===== src/rtl/rise_pulse_pkg.sv =====
package rise_pulse_pkg;

  // Moore state encoding: bit 0 follows the input, bit 1 marks "already reported"
  typedef enum logic [1:0] {
    ST_ZERO   = 2'b00,
    ST_CHANGE = 2'b01,
    ST_ONE    = 2'b11
  } moore_st_t;

  // Next-state equations of the Moore machine
  function automatic logic [1:0] moore_next(input logic din, input logic [1:0] ps);
    return {din & ps[0], din};
  endfunction

  // Moore output decode: high only in the "just changed" state
  function automatic logic moore_decode(input logic [1:0] st);
    return ~st[1] & st[0];
  endfunction

endpackage


===== src/rtl/edge_moore_fsm.sv =====
module edge_moore_fsm
  import rise_pulse_pkg::*;
(
  input  logic clk,
  input  logic rst,
  input  logic din,
  output logic pulse
);

  logic [1:0] ps_q;
  logic [1:0] ns;
  logic       pulse_q;

  always_comb begin
    ns = moore_next(din, ps_q);
  end

  // Output flop loaded with the decode of the state being entered,
  // so it always matches the decode of ps_q without a gate after the register
  always_ff @(posedge clk) begin
    if (rst) begin
      ps_q    <= ST_ZERO;
      pulse_q <= 1'b0;
    end else begin
      ps_q    <= ns;
      pulse_q <= moore_decode(ns);
    end
  end

  assign pulse = pulse_q;

endmodule


===== src/rtl/edge_mealy_fsm.sv =====
module edge_mealy_fsm (
  input  logic clk,
  input  logic rst,
  input  logic din,
  output logic pulse
);

  logic seen_q;

  always_ff @(posedge clk) begin
    if (rst) seen_q <= 1'b0;
    else     seen_q <= din;
  end

  // Combinational by nature; gated so it stays low during reset
  assign pulse = din & ~seen_q & ~rst;

endmodule


===== src/rtl/rise_pulse_dual.sv =====
module rise_pulse_dual #(
  parameter int LANES = 4
) (
  input  logic             clk,
  input  logic             rst,
  input  logic [LANES-1:0] in,
  output logic [LANES-1:0] out_moore,
  output logic [LANES-1:0] out_mealy
);

  localparam int LastLane = LANES - 1;

  for (genvar g = 0; g <= LastLane; g++) begin : g_lane
    edge_moore_fsm u_moore (
      .clk   (clk),
      .rst   (rst),
      .din   (in[g]),
      .pulse (out_moore[g])
    );

    edge_mealy_fsm u_mealy (
      .clk   (clk),
      .rst   (rst),
      .din   (in[g]),
      .pulse (out_mealy[g])
    );
  end

endmodule


===== config.mk =====
export PLATFORM = sky130hd
export DESIGN_NAME = rise_pulse_dual
export DESIGN_NICKNAME = d
export VERILOG_FILES = /design/src/rtl/rise_pulse_pkg.sv /design/src/rtl/edge_moore_fsm.sv /design/src/rtl/edge_mealy_fsm.sv /design/src/rtl/rise_pulse_dual.sv
export SDC_FILE = /design/constraint.sdc
export NUM_CORES = 1
export LEC_CHECK = 0
export ABC_CLOCK_PERIOD_IN_PS = 1100
export BUFFER_PORTS_ARGS = -buffer_cell sky130_fd_sc_hd__buf_4
export CORE_AREA = 2 2 39 41
export DETAILED_ROUTE_END_ITERATION = 6
export DIE_AREA = 0 0 41 43
export GPL_ROUTABILITY_DRIVEN = 0
export PLACE_DENSITY_LB_ADDON = 0.12
export SETUP_SLACK_MARGIN = 0.15
export SYNTH_ARGS = -nofsm -noshare
export SYNTH_HDL_FRONTEND = slang
export SYNTH_SLANG_ARGS = --single-unit

===== constraint.sdc =====
create_clock -name clk -period 1.1 [get_ports clk]
set_input_delay 0.11 -clock clk [delete_from_list [all_inputs] [get_ports clk]]
set_output_delay 0.11 -clock clk [all_outputs]
set_load 0.03 [all_outputs]

==> results.toml, run 1 <==
[pwr]
seq_power_share_pct = 49.7
pwr-share-clk_pct = 32.7
vdd.ir_drop.worst_v = 0.000836
power_density_nw_per_um2 = 1400
power_frac_comb_pct = 17.5
internal_power_w = 0.000487
swShare_pct = 23.3
p_sw_w = 0.000148
p_leak_nw = 0.203

[sta]
period_minus_slack_ns = 1.03
tns_ns = 0
setup_viol = 0
timing.fmax_mhz = 967
hold_viol_final = 0
timing.hold.ws_ns = 0.0852
rsz0062_at_grt = "true"
clock_skew_ns = 0.0000364
max-slew-margin-rel_pct = 89.2
fin_crit_sh_pct = 94.0
drv_slew = 0
worst_pin_slew_ns = 0.162

[setup_path]
ff2ff_setup_slack_ns = 0.44
crit_path_max_incr_delay_ns = 0.32
cp-endpoint = "out_mealy[0]"
crit_start = "g_lane[0].u_moore.ps_q[0]"
worstPathArrival_ns = 0.92
cp-start-kind = "register"
path_max_fanout = 2
crit_slowest_cell = "dfxtp_2"
rr_endpoint = "g_lane[3].u_moore.pulse"
endpoint_kind = "primary output"
cp.required_ns = 0.99
r2r-start = "g_lane[3].u_moore.ps_q[0]"
critPathKind = "reg -> out"
r2r_cells = 2
path_cells = "nor3b_2, buf_4"

[finish]
nets = 47
drive_above_1_share_pct = 79.5
syn_to_final_growth_pct = 26.9
antenna_cells = 0

[die]
dieHeight_um = 43
floorplan.initialDensity_pct = 25.9
ios = 14
fp.dieW_um = 41
coreArea_um2 = 1380
die_area_um2 = 1760
rows = 14

[synth]
avgSynthCellArea_um2 = 12.3
syn-instance-count = 29
synth_area_um2 = 358
synth_seq_area_share_pct = 44.8
yosysWarningCount = 0
ys_types = 6
syn_nets = 35
synth-seq-cells = 8

[detailed_routing]
drc = 0
viasPerCell = 4.15
routed_wl_um = 534
vias = 228
drtPass1Iterations = 2
drtIter0Drc = 1
wl_per_cell_um = 9.71
final_antenna_net_count = 0

[grt]
grt_pass1_wl_um = 897
grt_pass1_vias = 242
grtUsageTotal_pct = 8.35
overflow = 0
grt_max_degree = 13
antenna_found_initial = 0

[clock_network]
insertion_delay_ns = 0.24
clockRootBuffer = "clkbuf_4"
cts_sinks = 8
clockBufferDepth = 2
path_clk_slew_ns = 0.05
cts_tree = "done"
cts_made_buffers = 3
cts-htree-levels = 1

[hold_path]
hold_path.class = "in -> reg"

[placement]
port_buffers = 13

[job]
drv_cap = 0

[outcome]
status = "completed"
-- power by group through the flow --
stage / clock network, W / registers [W] / logic, W
floorplan: 0 / 0.000319 / 0.0000858
global placement: 0 / 0.000320 / 0.000101
detailed placement: 0 / 0.000321 / 0.000103
CTS: 0.000225 / 0.000315 / 0.000110
global route: 0.000242 / 0.000316 / 0.000119
finish: 0.000208 / 0.000315 / 0.000111
-- synth_stat cells --
master	number	share of area (%)
nor2b_1	3	5.2
nor3b_2	8	28
and2b_1	1	2.1
buf_4	8	17
buf_6	1	3.1
dfxtp_1	8	45
-- cells in the final DEF (no fill, tap or decap) --
cell and instances:
dfxtp_1 4, buf_4 16, and2b_1 1, clkbuf_4 3
nor2b_1 3, dfxtp_2 4, nor3b_2 8
-- through the flow --
step	total power (W)	setup slack (ns)	instance area (µm²)	utilization [%]	cells
floorplan	0.000405	0.360	358	-	29
global placement	0.000421	0.348	404	29.2	49
detailed placement	0.000424	0.320	404	29.2	49
CTS	0.000650	0.0504	445	32.2	54
global route	0.000677	-0.00477	454	32.8	55
finish	0.000634	0.0659	454	32.8	55
-- what timing repair did --
| item | CTS | global route |
|---|---|---|
| gates resized for setup | 3 | 1 |
| buffers inserted | 2 | 1 |
| setup endpoints to repair | 4 | 4 |
| pin swaps | 2 | 2 |
| hold buffers | 0 | 0 |
-- registers in the layout, indices dropped and copies added, names as in the netlist --
signal                flops
g_lane.u_moore.pulse      4
g_lane.u_moore.ps_q       4
-- worst max-delay path: cells and delay by family, from the launching register on --
kind	cells	cell delay, ns
DFF	1	0.32
and+or+nand+nor	1	0.18
buffers and inverters	1	0.18
-- layer usage --
metal	GRT usage (%)	vias up	wire length [µm]
met2	12.8	7	312
met4	6.00	0	8
met5	0	-	0
met1	5.83	112	167
met3	7.85	2	45
li1	-	107	-
-- worst min-delay path by stage --
stage,startpoint,end,cells past startpoint
final,in[1],g_lane[1].u_moore.ps_q[0],2
after global routing,in[1],g_lane[1].u_moore.ps_q[0],2
after CTS,in[1],g_lane[1].u_moore.ps_q[0],2
after detailed placement,in[1],g_lane[1].u_moore.ps_q[0],2
after global placement,in[1],g_lane[1].u_moore.ps_q[0],2
after floorplan,rst,g_lane[2].u_moore.ps_q[0],1
-- logic make-up after synthesis --
group | count (synthesis) | synth area share (%)
simple gates | 12 | 35.3
buf+inv | 9 | 19.9
flops | 8 | 44.8
-- final cells by class --
type | instances | area, µm²
Clock buffer | 3 | 22.5
Fill cell | 153 | 930
Multi-Input combinational cell | 12 | 126
Sequential cell | 8 | 165
Tap cell | 16 | 20.0
Timing Repair Buffer | 16 | 120
Power figures use the tool's default switching activity.
==> run 2, diff against run 1 <==
Settings changed: ABC_CLOCK_PERIOD_IN_PS 1100 to not set, CELL_PAD_IN_SITES_DETAIL_PLACEMENT set to 0, CELL_PAD_IN_SITES_GLOBAL_PLACEMENT set to 1.
==> run 2 against run 1 <==
Compared with the run above: sequential power is essentially flat; critical path depth did not move; clock skew barely moved; register-to-register slack about the same; die area stayed put; non-clock buffer count grew 1; sequential share of layout area decreased by 0.59 points; wire length decreased by 0.37%; sequential cell count unchanged; clock power is 6% higher; first-iteration DRC count up 100%; largest cell class unchanged.
==> results.toml, run 2 (synthesis gave the netlist of run 1 again) <==
[outcome]
status = "completed"

[clock_network]
insertion_delay_ns = 0.25
cts_tree = "done"
path_clk_slew_ns = 0.05
clockRootBuffer = "clkbuf_4"
cts_sinks = 8
cts-htree-levels = 1
cts_hold_buffers = 0
cts_made_buffers = 3
clockBufferDepth = 2

[sta]
setup_viol = 0
timing.fmax_mhz = 1000
drv_slew = 0
max-slew-margin-rel_pct = 89.2
hold_viol_final = 0
worst_pin_slew_ns = 0.162
fin_crit_sh_pct = 90.9
clock_skew_ns = 0.000187
rsz0062_at_grt = "true"
period_minus_slack_ns = 1.00
tns_ns = 0

[grt]
antenna_found_initial = 0
overflow = 0
grt_pass1_vias = 205
grt_pass1_wl_um = 779
grt_max_degree = 13
grtUsageTotal_pct = 7.03

[pwr]
p_sw_w = 0.000161
vdd.ir_drop.worst_v = 0.000430
pwr-share-clk_pct = 34.1
seq_power_share_pct = 48.4
swShare_pct = 24.7
power_frac_comb_pct = 17.6
p_leak_nw = 0.209
power_density_nw_per_um2 = 1410
internal_power_w = 0.000489

[setup_path]
r2r-start = "g_lane[2].u_moore.ps_q[0]"
worstPathArrival_ns = 0.89
endpoint_kind = "primary output"
path_max_fanout = 2
cp-start-kind = "register"
crit_start = "g_lane[1].u_moore.ps_q[0]"
critPathKind = "reg -> out"
cp.required_ns = 0.99

[die]
coreArea_um2 = 1380
ios = 14
fp.dieW_um = 41
die_area_um2 = 1760
floorplan.initialDensity_pct = 25.9
rows = 14
dieHeight_um = 43

[job]
drv_cap = 0

[detailed_routing]
wl_per_cell_um = 9.50
drc = 0
viasPerCell = 3.88
drtPass1Iterations = 2
final_antenna_net_count = 0
vias = 217
drtIter0Drc = 2
routed_wl_um = 532

[finish]
nets = 48
antenna_cells = 0
syn_to_final_growth_pct = 29.0
drive_above_1_share_pct = 80.0
final_core_util_pct = 33.4
final_common_cell = "buf_4"
final_cell_mix = "buf_4 (17), nor3b_2 (8), dfxtp_2 (4), dfxtp_1 (4)"
fillCellCount = 144

[hold_path]
hold_path.class = "in -> reg"
hold_path_startpoint = "in[1]"

[placement]
hpwlAfterDp_um = 380
port_buffers = 13
[run 2: cell count changes in the layout (fill, tap and decap cells not counted), sizes merged]
| cell | before | now |
|---|---|---|
| buf | 16 | 17 |
[run 2: critical path: stages (launching register included)]
cell and delay, ns:
dfxtp_2 0.32, nor3b_2 0.14, buf_4 0.18
[run 2: cell type report]
type / count / area (µm²) / area share (%)
Clock buffer: 3 / 22.5 / 4.88
Tap cell: 16 / 20.0 / 4.34
Timing Repair Buffer: 17 / 128 / 27.6
Multi-Input combinational cell: 12 / 126 / 27.4
Sequential cell: 8 / 165 / 35.8
[run 2: worst paths after layout]
kind	to	slack (ns)	depth (start not counted)
min	g_lane[1].u_moore.ps_q[0]	0.08	2
max	out_mealy[1]	0.10	2
min reg2reg	g_lane[3].u_moore.pulse	0.50	2
max reg2reg	g_lane[2].u_moore.pulse	0.45	2
[run 2: through the flow]
| step | hold slack [ns] | cells | area (µm²) | total power (W) | worst slack (ns) |
|---|---|---|---|---|---|
| 3_5_place_dp | 0.333 | 49 | 404 | 0.000425 | 0.330 |
| 3_3_place_gp | 0.330 | 49 | 404 | 0.000421 | 0.343 |
| 6_report | 0.0812 | 56 | 462 | 0.000650 | 0.100 |
| 2_1_floorplan | 0.182 | 29 | 358 | 0.000405 | 0.360 |
| 4_1_cts | 0.0704 | 55 | 454 | 0.000663 | 0.0799 |
| 5_1_grt | 0.0859 | 56 | 462 | 0.000685 | 0.0485 |
[run 2: power by group through the flow]
stage / logic [W] / clock network (W) / registers (W)
after floorplan: 0.0000858 / 0 / 0.000319
after global placement: 0.000101 / 0 / 0.000320
after detailed placement: 0.000103 / 0 / 0.000321
after CTS: 0.000113 / 0.000235 / 0.000315
after global routing: 0.000123 / 0.000247 / 0.000315
final: 0.000114 / 0.000221 / 0.000314
[run 2: per-layer routing]
layer / track usage, % / vias to the layer above / wire length [µm]
met4: 6.00 / 0 / 0
met2: 9.06 / 11 / 260
met3: 3.14 / 0 / 58
met5: 0 / - / 0
met1: 8.36 / 97 / 212
li1: - / 109 / -
[run 2: timing repair]
item / in CTS / in global routing
gates resized for setup: 4 / 0
endpoints found under the setup margin: 4 / 4
buffers inserted: 3 / 1
pin swaps: 2 / 0
